`src/rtl/mdio_pkg.sv`:
```
package mdio_pkg;
  localparam int MDIO_DW  = 16;
  localparam int MDIO_PW  = 5;
  localparam int MDIO_RW5 = 5;
  localparam int FRAME_W  = 32;
  localparam int RX_BITS  = 19;

  typedef enum logic [2:0] {
    SQ_IDLE,
    SQ_PRE,
    SQ_CMD,
    SQ_RX,
    SQ_TAIL,
    SQ_DONE
  } seq_state_e;
endpackage

```
`src/rtl/mdio_clkgen.sv`:
```
module mdio_clkgen #(
  parameter int HALF_DIV = 20
) (
  input  logic clk,
  input  logic rst_n,
  input  logic run,
  output logic mdc,
  output logic sample_stb,
  output logic bit_end
);
  localparam int CW = (2 * HALF_DIV > 2) ? $clog2(2 * HALF_DIV) : 1;
  localparam logic [CW-1:0] SAMP_AT = CW'(HALF_DIV - 1);
  localparam logic [CW-1:0] LAST_AT = CW'(2 * HALF_DIV - 1);

  logic [CW-1:0] cnt;
  logic          mdc_q;

  always_ff @(posedge clk) begin
    if (!rst_n) begin
      cnt   <= '0;
      mdc_q <= 1'b0;
    end else if (!run) begin
      cnt   <= '0;
      mdc_q <= 1'b0;
    end else begin
      cnt <= (cnt == LAST_AT) ? '0 : cnt + 1'b1;
      if (cnt == SAMP_AT)      mdc_q <= 1'b1;
      else if (cnt == LAST_AT) mdc_q <= 1'b0;
    end
  end

  assign mdc        = mdc_q;
  assign sample_stb = run && (cnt == SAMP_AT);
  assign bit_end    = run && (cnt == LAST_AT);

  // a rising MDC edge always follows a sampling strobe
  assert_mdc_rise_after_sample_R2: assert property (@(posedge clk) disable iff (!rst_n)
    $rose(mdc_q) |-> $past(sample_stb));
endmodule

```
`src/rtl/mdio_frame_build.sv`:
```
module mdio_frame_build
  import mdio_pkg::*;
(
  input  logic                wr,
  input  logic [MDIO_PW-1:0]  phy,
  input  logic [MDIO_RW5-1:0] rg,
  input  logic [MDIO_DW-1:0]  wdata,
  output logic [FRAME_W-1:0]  word,
  output logic [4:0]          last_idx
);
  always_comb begin
    if (wr) begin
      word     = {2'b01, 2'b01, phy, rg, 2'b10, wdata};
      last_idx = 5'd31;
    end else begin
      word     = {2'b11, 2'b01, 2'b10, phy, rg, 16'h0000};
      last_idx = 5'd15;
    end
  end
endmodule

```
`src/rtl/mdio_rx_capture.sv`:
```
module mdio_rx_capture
  import mdio_pkg::*;
(
  input  logic              clk,
  input  logic              rst_n,
  input  logic              clear,
  input  logic              shift_en,
  input  logic              din,
  output logic [MDIO_DW:0]  word
);
  logic [MDIO_DW:0] sr;

  always_ff @(posedge clk) begin
    if (!rst_n || clear) sr <= '0;
    else if (shift_en)   sr <= {sr[MDIO_DW-1:0], din};
  end

  assign word = sr;
endmodule

```
`src/rtl/mdio_seq.sv`:
```
module mdio_seq
  import mdio_pkg::*;
#(
  parameter int REG_AW  = 6,
  parameter int PRE_LEN = 33
) (
  input  logic               clk,
  input  logic               rst_n,
  input  logic               req_valid,
  input  logic               req_wr,
  input  logic [REG_AW-1:0]  req_reg,
  input  logic [FRAME_W-1:0] tx_word,
  input  logic [4:0]         tx_last,
  input  logic               bit_end,
  input  logic [MDIO_DW:0]   rx_word,
  output logic               run,
  output logic               req_ready,
  output logic               rsp_done,
  output logic [MDIO_DW-1:0] rsp_rdata,
  output logic               mdio_o,
  output logic               mdio_oe,
  output logic               rx_clear,
  output logic               in_rx
);
  localparam int BMAX = (PRE_LEN > FRAME_W) ? PRE_LEN : FRAME_W;
  localparam int BCW  = $clog2(BMAX);
  localparam logic [BCW-1:0] RX_LAST   = BCW'(RX_BITS - 1);
  localparam logic [BCW-1:0] TAIL_LAST = BCW'(1);

  seq_state_e         state;
  logic [FRAME_W-1:0] tx_sr;
  logic [BCW-1:0]     bitcnt;
  logic [4:0]         last_q;
  logic               wr_q;
  logic               bad_addr;
  logic               accept;

  assign bad_addr  = req_reg > REG_AW'(31);
  assign req_ready = (state == SQ_IDLE);
  assign accept    = req_valid && req_ready;
  assign rsp_done  = (state == SQ_DONE);
  assign run       = (state == SQ_PRE) || (state == SQ_CMD) ||
                     (state == SQ_RX)  || (state == SQ_TAIL);
  assign rx_clear  = accept;
  assign in_rx     = (state == SQ_RX);

  always_ff @(posedge clk) begin
    if (!rst_n) begin
      state     <= SQ_IDLE;
      tx_sr     <= '0;
      bitcnt    <= '0;
      last_q    <= '0;
      wr_q      <= 1'b0;
      mdio_o    <= 1'b1;
      mdio_oe   <= 1'b0;
      rsp_rdata <= '0;
    end else begin
      case (state)
        SQ_IDLE: if (accept) begin
          wr_q <= req_wr;
          if (bad_addr) begin
            state <= SQ_DONE;
            if (!req_wr) rsp_rdata <= 16'hFFFF;
          end else begin
            state   <= SQ_PRE;
            tx_sr   <= tx_word;
            last_q  <= tx_last;
            bitcnt  <= BCW'(PRE_LEN - 1);
            mdio_o  <= 1'b1;
            mdio_oe <= 1'b1;
          end
        end
        SQ_PRE: if (bit_end) begin
          if (bitcnt == '0) begin
            state  <= SQ_CMD;
            mdio_o <= tx_sr[FRAME_W-1];
            bitcnt <= BCW'(last_q);
          end else begin
            bitcnt <= bitcnt - 1'b1;
          end
        end
        SQ_CMD: if (bit_end) begin
          if (bitcnt == '0) begin
            mdio_oe <= 1'b0;
            mdio_o  <= 1'b1;
            if (wr_q) begin
              state  <= SQ_TAIL;
              bitcnt <= TAIL_LAST;
            end else begin
              state  <= SQ_RX;
              bitcnt <= RX_LAST;
            end
          end else begin
            mdio_o <= tx_sr[FRAME_W-2];
            tx_sr  <= {tx_sr[FRAME_W-2:0], 1'b0};
            bitcnt <= bitcnt - 1'b1;
          end
        end
        SQ_RX: if (bit_end) begin
          if (bitcnt == '0) begin
            state     <= SQ_DONE;
            rsp_rdata <= MDIO_DW'(rx_word >> 1);
          end else begin
            bitcnt <= bitcnt - 1'b1;
          end
        end
        SQ_TAIL: if (bit_end) begin
          if (bitcnt == '0) state <= SQ_DONE;
          else              bitcnt <= bitcnt - 1'b1;
        end
        SQ_DONE: state <= SQ_IDLE;
        default: state <= SQ_IDLE;
      endcase
    end
  end

  assert_accept_goes_busy_R1: assert property (@(posedge clk) disable iff (!rst_n)
    (req_valid && req_ready) |=> !req_ready);

  assert_rx_released_R6: assert property (@(posedge clk) disable iff (!rst_n)
    (state == SQ_RX) |-> !mdio_oe);

  assert_tail_released_R7: assert property (@(posedge clk) disable iff (!rst_n)
    (state == SQ_TAIL) |-> !mdio_oe);

  assert_reject_next_cycle_R8: assert property (@(posedge clk) disable iff (!rst_n)
    (req_valid && req_ready && bad_addr) |=> (rsp_done && !run));

  assert_done_single_R9: assert property (@(posedge clk) disable iff (!rst_n)
    rsp_done |=> !rsp_done);

  assert_rdata_hold_R9: assert property (@(posedge clk) disable iff (!rst_n)
    (!rsp_done && !$past(rsp_done)) |-> $stable(rsp_rdata));
endmodule

```
`src/rtl/mdio_master.sv`:
```
module mdio_master
  import mdio_pkg::*;
#(
  parameter int HALF_DIV = 20,
  parameter int REG_AW   = 6,
  parameter int PRE_LEN  = 33
) (
  input  logic              clk,
  input  logic              rst_n,
  input  logic              req_valid,
  output logic              req_ready,
  input  logic              req_wr,
  input  logic [4:0]        req_phy,
  input  logic [REG_AW-1:0] req_reg,
  input  logic [15:0]       req_wdata,
  output logic              rsp_done,
  output logic [15:0]       rsp_rdata,
  output logic              busy,
  output logic              mdc,
  output logic              mdio_o,
  output logic              mdio_oe,
  input  logic              mdio_i
);
  logic               run;
  logic               sample_stb;
  logic               bit_end;
  logic [FRAME_W-1:0] tx_word;
  logic [4:0]         tx_last;
  logic [MDIO_DW:0]   rx_word;
  logic               rx_clear;
  logic               in_rx;

  mdio_clkgen #(.HALF_DIV(HALF_DIV)) u_clk (
    .clk(clk), .rst_n(rst_n), .run(run),
    .mdc(mdc), .sample_stb(sample_stb), .bit_end(bit_end)
  );

  mdio_frame_build u_frame (
    .wr(req_wr), .phy(req_phy), .rg(req_reg[MDIO_RW5-1:0]), .wdata(req_wdata),
    .word(tx_word), .last_idx(tx_last)
  );

  mdio_rx_capture u_rx (
    .clk(clk), .rst_n(rst_n), .clear(rx_clear),
    .shift_en(in_rx && sample_stb), .din(mdio_i), .word(rx_word)
  );

  mdio_seq #(.REG_AW(REG_AW), .PRE_LEN(PRE_LEN)) u_seq (
    .clk(clk), .rst_n(rst_n), .req_valid(req_valid), .req_wr(req_wr),
    .req_reg(req_reg), .tx_word(tx_word), .tx_last(tx_last),
    .bit_end(bit_end), .rx_word(rx_word), .run(run),
    .req_ready(req_ready), .rsp_done(rsp_done), .rsp_rdata(rsp_rdata),
    .mdio_o(mdio_o), .mdio_oe(mdio_oe), .rx_clear(rx_clear), .in_rx(in_rx)
  );

  assign busy = !req_ready;

  assert_idle_quiet_R2: assert property (@(posedge clk) disable iff (!rst_n)
    !busy |-> (!mdc && !mdio_oe));

  assert_mdio_stable_high_R10: assert property (@(posedge clk) disable iff (!rst_n)
    mdc |-> ($stable(mdio_o) && $stable(mdio_oe)));
endmodule

```
`config.mk`:
```
export PLATFORM = sky130hd
export DESIGN_NAME = mdio_master
export DESIGN_NICKNAME = d
export VERILOG_FILES = /design/src/rtl/mdio_pkg.sv /design/src/rtl/mdio_clkgen.sv /design/src/rtl/mdio_frame_build.sv /design/src/rtl/mdio_rx_capture.sv /design/src/rtl/mdio_seq.sv /design/src/rtl/mdio_master.sv
export SDC_FILE = /design/constraint.sdc
export NUM_CORES = 1
export LEC_CHECK = 0
export ABC_AREA = 1
export CORE_MARGIN = 1.5
export CORE_UTILIZATION = 55
export DETAILED_ROUTE_END_ITERATION = 10
export GPL_TIMING_DRIVEN = 0
export PLACE_DENSITY = 0.89
export SLEW_MARGIN = 40
export SYNTH_ARGS = -nofsm -noshare
export SYNTH_HDL_FRONTEND = slang
export SYNTH_SLANG_ARGS = --single-unit
```
`constraint.sdc`:
```
create_clock -name clk -period 1.8 [get_ports clk]
set_input_delay 0.54 -clock clk [delete_from_list [all_inputs] [get_ports clk]]
set_output_delay 0.54 -clock clk [all_outputs]
set_load 0.01 [all_outputs]
```
==> impl_table.tex, run 1 <==
\begin{tabular}{lr}
\hline
Metric & Value \\
\hline
\multicolumn{2}{l}{\textbf{Hold path}} \\
Hold Crit Depth & 1 \\
WHS Endpoint & u\_clk.cnt[0] \\
Worst hold path startpoint & u\_clk.cnt[0] \\
HP Class & register to register \\
\multicolumn{2}{l}{\textbf{Timing}} \\
Worst Tran Pin Value & $\sim$0.42 ns \\
Fmax & 0.5661 GHz \\
Share of the cycle needed by the critical path after routing & 0.9814 \\
Final max-slew violation count & 0 \\
Setup Skew & 0.01471 ns \\
Normalized max-slew margin & 0.7160 \\
Final Hold Fails & 0 \\
Shortest period the worst path allows & 1.766 ns \\
Final setup violation count & 0 \\
Post-route worst setup slack & 0.03357 ns \\
\multicolumn{2}{l}{\textbf{Setup path}} \\
Number of cell instances on the worst register-to-register path & 10 \\
Critical path's largest stage delay & 0.45 ns \\
End of the worst register-to-register path & u\_seq.rsp\_rdata[14] \\
CP Data Required Time & approximately 2.1 ns \\
Arrival @ worst endpoint & 2.06 ns \\
Critical-path top delay cell & sky130\_fd\_sc\_hd\_\_clkdlybuf4s50\_1 \\
Kind of critical path & input port to register \\
Cells traversed along the worst timing path & clkdlybuf4s50\_1, inv\_1, nor2\_4, nand4\_1, nand2\_4, clkbuf\_16, o21ai\_2, a21oi\_2 \\
R2r setup slk & 0.06 ns \\
Reg2Reg Launch Point & u\_seq.state[1] \\
Critical Path Start Type & input port \\
Kind of capture point of the worst setup path & register \\
Worst Path Max Fanout & 6 \\
\multicolumn{2}{l}{\textbf{Synthesis}} \\
Syn avg cell area & between 7 and 8 um2 \\
Main combinational cell family by area after synthesis & simple AND/OR/NAND/NOR gates \\
Post-Syn Nets & 621 \\
Yosys cell types & 35 \\
Synthesis Warnings & 0 \\
Multiplexer share of the synthesized area & 0 \\
Post-synthesis cell area & 4223 um2 \\
Most used flip-flop cell after synthesis & sky130\_fd\_sc\_hd\_\_dfxtp\_1 \\
Proportion of synthesized chip area in sequential cells & 0.4077 \\
Xor/xnor share of the synthesized area & 0.01037 \\
Number of flops mapped to enable cells by yosys & 0 \\
Area fraction in and, or, nand and nor cells after synthesis & 0.2990 \\
Count of mapped cells out of synthesis & 587 \\
Fraction of the mapped netlist area in adder cells & 0.005926 \\
Compound-Gate Fraction of Synth Area & 0.1849 \\
Number of flip-flops and latches in the synthesized netlist & between 80 and 90 \\
Fraction of synthesis flops using an asynchronous set or reset pin & 0 \\
\multicolumn{2}{l}{\textbf{Route}} \\
Number of detailed-routing iterations run before antenna repair & 5 \\
Vias per std cell & 5.544 \\
Antenna violation net count after detailed routing & 0 \\
Drt total wl & approximately 11 mm \\
Routed WL per cell & between 10 and 15 um \\
DRC viols & 0 \\
Total vias in the final route & 4230 \\
DRC violation total after the first TritonRoute iteration & around 360 \\
\multicolumn{2}{l}{\textbf{Place}} \\
Port-buffer cells & 53 \\
Post-placement setup slack & -0.4453 ns \\
Routability-driven placement congestion ratio & between 0.9 and 1 \\
HPWL reported at the end of detailed placement & 7.432 mm \\
Post-detailed-placement cell area & 4877 um2 \\
\multicolumn{2}{l}{\textbf{Finish}} \\
Most frequent cells in the layout & sky130\_fd\_sc\_hd\_\_nand2\_1 (121), sky130\_fd\_sc\_hd\_\_nor2\_1 (85), sky130\_fd\_sc\_hd\_\_dfxtp\_1 (83) \\
Nets & 693 \\
Ant diodes & 0 \\
Area growth from synthesis to layout & 23.97\% \\
Fraction of final layout cells with drive strength greater than 1 & 0.1687 \\
Finished layout cell area & 5235 um2 \\
Most common cell after layout, fill and taps aside & sky130\_fd\_sc\_hd\_\_nand2\_1 \\
\multicolumn{2}{l}{\textbf{Global route}} \\
Antenna violations before repair & 0 \\
Total track usage & 0.2655 \\
Pin count of the biggest net entering global routing & 15 \\
Congestion Overflow GR & 0 \\
First-pass GRT wire length & between 15 and 20 mm \\
Via count of the first global-routing pass & 3926 \\
\multicolumn{2}{l}{\textbf{Die}} \\
Number of cell rows & 31 \\
Area of the core & 7331 um2 \\
Starting Density & 0.5760 \\
Die span in y & $\sim$91 um \\
\# IOs & 54 \\
Die outline area & 8213 um2 \\
Die X & 90.63 um \\
\multicolumn{2}{l}{\textbf{Pwr}} \\
Cell Pwr Density & 1447 nW/um2 \\
Maximum vdd drop & 610.3 uV \\
Cell leakage power & 2.456 nW \\
\multicolumn{2}{l}{\textbf{Clock network}} \\
Clock slew at reported path FFs & 0.08 ns \\
TritonCTS buffer count & 9 \\
Clk sink count & 86 \\
Clock tree buffer depth & 2 \\
H-tree depth reported by CTS & 3 \\
Clock latency on the worst-skew pair & roughly 0.37 ns \\
CTS tree & done \\
Cell at the root of the clock tree & sky130\_fd\_sc\_hd\_\_clkbuf\_8 \\
\multicolumn{2}{l}{\textbf{Job}} \\
Count of max-cap constraint violations & 0 \\
\multicolumn{2}{l}{\textbf{Status}} \\
Status & complete, no violations \\
\hline
\end{tabular}
==> critical path: cells and delay by family <==
family	cells	cell delay (ns)
buf+inv	3	0.73
simple gates	3	0.60
compound gates	2	0.19
==> stage by stage <==
stage               hold slack, ns    util  instances  total power (W)  setup TNS [ns]
global placement            0.4285  0.6653        739         0.005997          -17.61
floorplan                   0.4176       -        587         0.005251               0
detailed placement          0.4424  0.6653        739         0.006112          -20.48
CTS                         0.4628  0.6914        757         0.007371               0
finish                      0.4302  0.7141        763         0.007577               0
global route                0.4513  0.7141        763         0.008118         -0.1474
==> power by group <==
group	switching, W	leakage (nW)	internal [W]	total, W
combinational	0.00225	1.66	0.00141	0.00366
sequential	0.000305	0.703	0.00237	0.00268
clock	0.000704	0.0893	0.000540	0.00124
==> routing by layer <==
layer  wire [um]  GRT usage  vias up
met5           0          0        -
met4         167    0.09392        0
met3         672    0.04293       20
met2        5192     0.4461      190
met1        4758     0.3434     1951
li1            -          -     2069
==> how the worst max path moves through the flow <==
stage,from,to,slack [ns]
5_1_grt,u_seq.bitcnt[0],u_seq.tx_sr[4],-0.03
4_1_cts,u_seq.state[1],rsp_done,0.002
3_3_place_gp,rst_n,u_seq.bitcnt[3],-0.41
2_1_floorplan,u_seq.bitcnt[0],u_seq.tx_sr[10],0.27
6_report,req_reg[5],u_seq.rsp_rdata[14],0.03
3_5_place_dp,rst_n,u_seq.bitcnt[0],-0.45
==> logic make-up (layout without fill, tap and decap cells) <==
logic type,after synthesis,count (layout)
compound gates,140,140
buf+inv,80,155
xor+xnor,5,5
fa+ha+maj,2,2
flops,86,86
simple gates,274,276
==> flip-flops by register name, indices dropped and copies added (netlist names) <==
register	flops
u_rx.word	17
u_seq.wr_q	1
u_clk.cnt	6
u_seq.state	3
u_seq.mdio_oe	1
u_seq.last_q	2
u_seq.mdio_o	1
u_clk.mdc	1
u_seq.tx_sr	32
u_seq.rsp_rdata	16
u_seq.bitcnt	6
==> cell type report <==
type                    count  area, um2
inverters                  48      183.9
flip-flops and latches     86       1730
fillers                   537       2096
plain buffers              31      224.0
well taps                  99      123.9
clock inverters             5      35.03
multi-input cells         423       2182
clock buffers              11      141.4
repair buffers             60      614.3
==> cells in the mapped netlist (2+ instances only) <==
cell                       instances  share of area
sky130_fd_sc_hd__xor2_1            5          0.010
sky130_fd_sc_hd__nor2_2            2         0.0030
sky130_fd_sc_hd__ha_1              2         0.0059
sky130_fd_sc_hd__nor3_1            6         0.0071
sky130_fd_sc_hd__nor2_4            7          0.019
sky130_fd_sc_hd__buf_4             7          0.012
sky130_fd_sc_hd__a31oi_1           4         0.0059
sky130_fd_sc_hd__o21ai_1          18          0.021
sky130_fd_sc_hd__clkbuf_1         10         0.0089
sky130_fd_sc_hd__o21ai_0          57          0.068
sky130_fd_sc_hd__nor2_1           86          0.076
sky130_fd_sc_hd__nand2_2           4         0.0059
sky130_fd_sc_hd__a21oi_1          40          0.047
sky130_fd_sc_hd__nand3_2           4         0.0095
sky130_fd_sc_hd__clkinv_1          2         0.0018
sky130_fd_sc_hd__nand3_1          31          0.037
sky130_fd_sc_hd__nand2_1         121           0.11
sky130_fd_sc_hd__dfxtp_1          86           0.41
sky130_fd_sc_hd__nand4_1           5         0.0074
sky130_fd_sc_hd__a211oi_1          4         0.0071
sky130_fd_sc_hd__o21ai_2           5          0.010
sky130_fd_sc_hd__inv_2             9         0.0080
sky130_fd_sc_hd__buf_2            10          0.012
sky130_fd_sc_hd__nand3_4           2         0.0083
sky130_fd_sc_hd__inv_1            37          0.033
sky130_fd_sc_hd__nand2_4           4          0.011
sky130_fd_sc_hd__o211ai_1          2         0.0036
sky130_fd_sc_hd__buf_6             3         0.0080
sky130_fd_sc_hd__a21oi_2           8          0.017
==> timing repair <==
action | in CTS | in global routing
endpoints found under the setup margin | 24 | 84
hold buffers | 0 | 0
pin swaps | 2 | 8
buffers inserted | 2 | 4
gates cloned | 0 | 3
resized for setup | 21 | 45
No activity file was read; power rests on OpenSTA's default activity.
==> run 2: changes to the inputs <==
--- a/config.mk
+++ b/config.mk
@@ -5,12 +5,12 @@
 export SDC_FILE = /design/constraint.sdc
 export NUM_CORES = 1
 export LEC_CHECK = 0
-export ABC_AREA = 1
+export ABC_AREA = 0
 export CORE_MARGIN = 1.5
 export CORE_UTILIZATION = 55
 export DETAILED_ROUTE_END_ITERATION = 10
 export GPL_TIMING_DRIVEN = 0
-export PLACE_DENSITY = 0.89
+export PLACE_DENSITY = 0.9
 export SLEW_MARGIN = 40
 export SYNTH_ARGS = -nofsm -noshare
 export SYNTH_HDL_FRONTEND = slang
==> run 2 against run 1 <==
The run now ends with setup timing left. Combinational power shrank 68%. Register-to-register slack lost 0.45 ns. Critical path depth shrank 2. Critical path type is now register to register. Synthesized area shrank 2.5%. Largest power group is now registers. Global-route usage grew 6.0 points. Largest cell class unchanged.
==> impl_table.tex, run 2 <==
\begin{tabular}{lr}
\hline
Metric & Value \\
\hline
\multicolumn{2}{l}{\textbf{Timing}} \\
Setup Skew & around 0.013 ns \\
Final setup violation count & 73 \\
Worst Tran Pin Value & 0.8162 ns \\
Final max-slew violation count & 0 \\
Final Hold Fails & 0 \\
Fmax & 0.4575 GHz \\
Unrepaired setup endpoints after global routing & true \\
Share of the cycle needed by the critical path after routing & 1.214 \\
Normalized max-slew margin & 0.4558 \\
Shortest period the worst path allows & 2.186 ns \\
Post-route worst setup slack & -0.3857 ns \\
\multicolumn{2}{l}{\textbf{Clock network}} \\
Clk sink count & 86 \\
Clock slew at reported path FFs & 0.10 ns \\
Cell at the root of the clock tree & sky130\_fd\_sc\_hd\_\_clkbuf\_8 \\
CTS tree & done \\
H-tree depth reported by CTS & 3 \\
Clock latency on the worst-skew pair & 0.38 ns \\
Clock tree buffer depth & 2 \\
TritonCTS buffer count & 9 \\
\multicolumn{2}{l}{\textbf{Route}} \\
Uppermost metal layer occupied by signal nets & met4 \\
Met2 routed wirelength & about 7.4 mm \\
Vias per std cell & $\sim$6.7 \\
Routed WL per cell & between 20 and 25 um \\
DRC viols & 0 \\
Total vias in the final route & around 4800 \\
Drt total wl & 15.35 mm \\
Antenna violation net count after detailed routing & 0 \\
Number of detailed-routing iterations run before antenna repair & 6 \\
M1 WL & 5.230 mm \\
DRC violation total after the first TritonRoute iteration & 713 \\
Wire length on met3 & around 1.5 mm \\
\multicolumn{2}{l}{\textbf{Setup path}} \\
End of the worst register-to-register path & u\_seq.bitcnt[5] \\
Critical Path Start Type & register \\
Worst Path Max Fanout & 4 \\
Number of cell instances on the worst register-to-register path & 6 \\
Reg2Reg Launch Point & u\_seq.bitcnt[0] \\
R2r setup slk & -0.39 ns \\
Arrival @ worst endpoint & 2.41 ns \\
Kind of critical path & register to register \\
Kind of capture point of the worst setup path & register \\
CP Data Required Time & between 2 and 2.5 ns \\
\multicolumn{2}{l}{\textbf{Die}} \\
Area of the core & 7253 um2 \\
Die span in y & 89.53 um \\
Starting Density & 0.5677 \\
Die outline area & $\sim$8000 um2 \\
\# IOs & 54 \\
Die X & around 90 um \\
Number of cell rows & 31 \\
\multicolumn{2}{l}{\textbf{Status}} \\
Failing checks & setup timing \\
Status & complete, but fails checks \\
\multicolumn{2}{l}{\textbf{Global route}} \\
Total track usage & 0.3255 \\
Congestion Overflow GR & 0 \\
First-pass GRT wire length & 19.74 mm \\
Antenna violations before repair & 0 \\
Pin count of the biggest net entering global routing & 17 \\
Via count of the first global-routing pass & just over 4000 \\
\multicolumn{2}{l}{\textbf{Hold path}} \\
Hold Crit Depth & 2 \\
Worst hold path startpoint & u\_seq.tx\_sr[21] \\
HP Class & register to register \\
WHS Endpoint & u\_seq.tx\_sr[21] \\
\multicolumn{2}{l}{\textbf{Place}} \\
Port-buffer cells & 52 \\
Routability-driven placement congestion ratio & 0.9270 \\
HPWL reported at the end of detailed placement & 7.340 mm \\
Post-detailed-placement cell area & about 4800 um2 \\
\multicolumn{2}{l}{\textbf{Synthesis}} \\
Yosys cell types & 54 \\
Number of flip-flops and latches in the synthesized netlist & 86 \\
Post-Syn Nets & 530 \\
Area fraction of the dominant cell type after synthesis & 0.4181 \\
Most used flip-flop cell after synthesis & sky130\_fd\_sc\_hd\_\_dfxtp\_1 \\
Most common cell in the netlist & sky130\_fd\_sc\_hd\_\_nand2\_1 \\
Count of mapped cells out of synthesis & 496 \\
Dominant cells by area after synthesis & sky130\_fd\_sc\_hd\_\_dfxtp\_1 (42\%), sky130\_fd\_sc\_hd\_\_nand2\_1 (8.6\%), sky130\_fd\_sc\_hd\_\_a21oi\_1 (7.2\%) \\
Post-synthesis cell area & 4118 um2 \\
Fraction of synthesis flops using an asynchronous set or reset pin & 0 \\
Synth area leader & sky130\_fd\_sc\_hd\_\_dfxtp\_1 \\
Synthesis Warnings & 0 \\
Number of flops mapped to enable cells by yosys & 0 \\
List of most frequent post-synthesis cells & sky130\_fd\_sc\_hd\_\_nand2\_1 (94), sky130\_fd\_sc\_hd\_\_dfxtp\_1 (86), sky130\_fd\_sc\_hd\_\_a21oi\_1 (59), sky130\_fd\_sc\_hd\_\_nor2\_1 (47), sky130\_fd\_sc\_hd\_\_mux2i\_1 (25) \\
Proportion of synthesized chip area in sequential cells & 0.4181 \\
Syn avg cell area & 8.302 um2 \\
\multicolumn{2}{l}{\textbf{Pwr}} \\
Cell leakage power & approximately 2.5 nW \\
Maximum vdd drop & 648.0 uV \\
Cell Pwr Density & 812.4 nW/um2 \\
\multicolumn{2}{l}{\textbf{Finish}} \\
Post-Route Utilization & 0.8211 \\
Most common cell after layout, fill and taps aside & sky130\_fd\_sc\_hd\_\_nand2\_1 \\
Area growth from synthesis to layout & 44.64\% \\
Nets & 645 \\
Ant diodes & 0 \\
Max FFs per register & 32 \\
Most flop-heavy register & u\_seq.tx\_sr \\
Fraction of final layout cells with drive strength greater than 1 & 0.2792 \\
Most frequent cells in the layout & sky130\_fd\_sc\_hd\_\_nand2\_1 (91), sky130\_fd\_sc\_hd\_\_dfxtp\_1 (78), sky130\_fd\_sc\_hd\_\_a21oi\_1 (56) \\
Finished layout cell area & 5956 um2 \\
\multicolumn{2}{l}{\textbf{Job}} \\
Count of max-cap constraint violations & 0 \\
\hline
\end{tabular}
run 2: cell type report:
cell class / instances / area [um2]
buffer: 36 / 282.8
clock inverter: 7 / 105.1
clock buffer: 9 / 123.9
timing repair buffer: 107 / 1125
multi-input combinational: 361 / 2416
fill: 382 / 1297
tap: 99 / 123.9
inverter: 10 / 40.04
sequential: 86 / 1739
run 2: cells by family after synthesis:
kind of cell    share of synthesized area
buf+inv                           0.05591
fa+ha+maj                        0.006076
simple gates                       0.2176
xor+xnor                          0.01064
flops                              0.4181
mux                               0.06351
compound gates                     0.2282
run 2: worst max path at each step:
stage / cells past startpoint / slack (ns) / from / to
6_report: 6 / -0.39 / u_seq.bitcnt[0] / u_seq.bitcnt[5]
5_1_grt: 9 / -0.46 / u_seq.bitcnt[0] / u_seq.rsp_rdata[12]
4_1_cts: 9 / -0.26 / u_seq.bitcnt[0] / u_seq.mdio_o
3_5_place_dp: 8 / -0.80 / req_valid / u_seq.tx_sr[13]
3_3_place_gp: 5 / -0.72 / u_seq.state[2] / rsp_done
2_1_floorplan: 9 / -0.13 / u_seq.bitcnt[0] / u_seq.rsp_rdata[10]
run 2: layer usage:
metal  vias up  GRT usage
met4         0     0.1916
met5         -          0
met1      2219     0.3549
met2       417     0.5694
met3       150    0.08310
li1       1986          -
run 2: power by group:
part           internal, W  switching (W)  leakage, nW
sequential         0.00200      0.0000820        0.704
combinational     0.000560       0.000605         1.68
clock             0.000801       0.000795        0.112
total              0.00336        0.00148         2.50
run 2: worst max-delay path, cell delays in order (launching register included):
cell,delay [ns]
sky130_fd_sc_hd__dfxtp_2,0.34
sky130_fd_sc_hd__buf_4,0.14
sky130_fd_sc_hd__nor3_1,0.40
sky130_fd_sc_hd__or3b_1,0.47
sky130_fd_sc_hd__o32a_1,0.35
sky130_fd_sc_hd__o2bb2ai_1,0.22
sky130_fd_sc_hd__a211oi_2,0.11
run 2: through the flow:
| stage | setup TNS, ns | hold WS [ns] | std cells | worst slack (ns) | power [W] |
|---|---|---|---|---|---|
| 2_1_floorplan | -1.258 | 0.4130 | 496 | -0.1290 | 0.002573 |
| 3_3_place_gp | -34.36 | 0.4242 | 647 | -0.7187 | 0.002809 |
| 3_5_place_dp | -36.83 | 0.4321 | 647 | -0.7987 | 0.002834 |
| 4_1_cts | -6.133 | 0.4676 | 694 | -0.2638 | 0.004580 |
| 5_1_grt | -16.19 | 0.4811 | 715 | -0.4597 | 0.004972 |
| 6_report | -11.78 | 0.4701 | 715 | -0.3857 | 0.004838 |
run 2: repair_timing:
item / in CTS / in global routing
hold buffers: 0 / 0
gates cloned: 5 / 2
setup endpoints to repair: 84 / 83
buffers inserted: 29 / 19
resized for setup: 99 / 51
pin swaps: 31 / 26
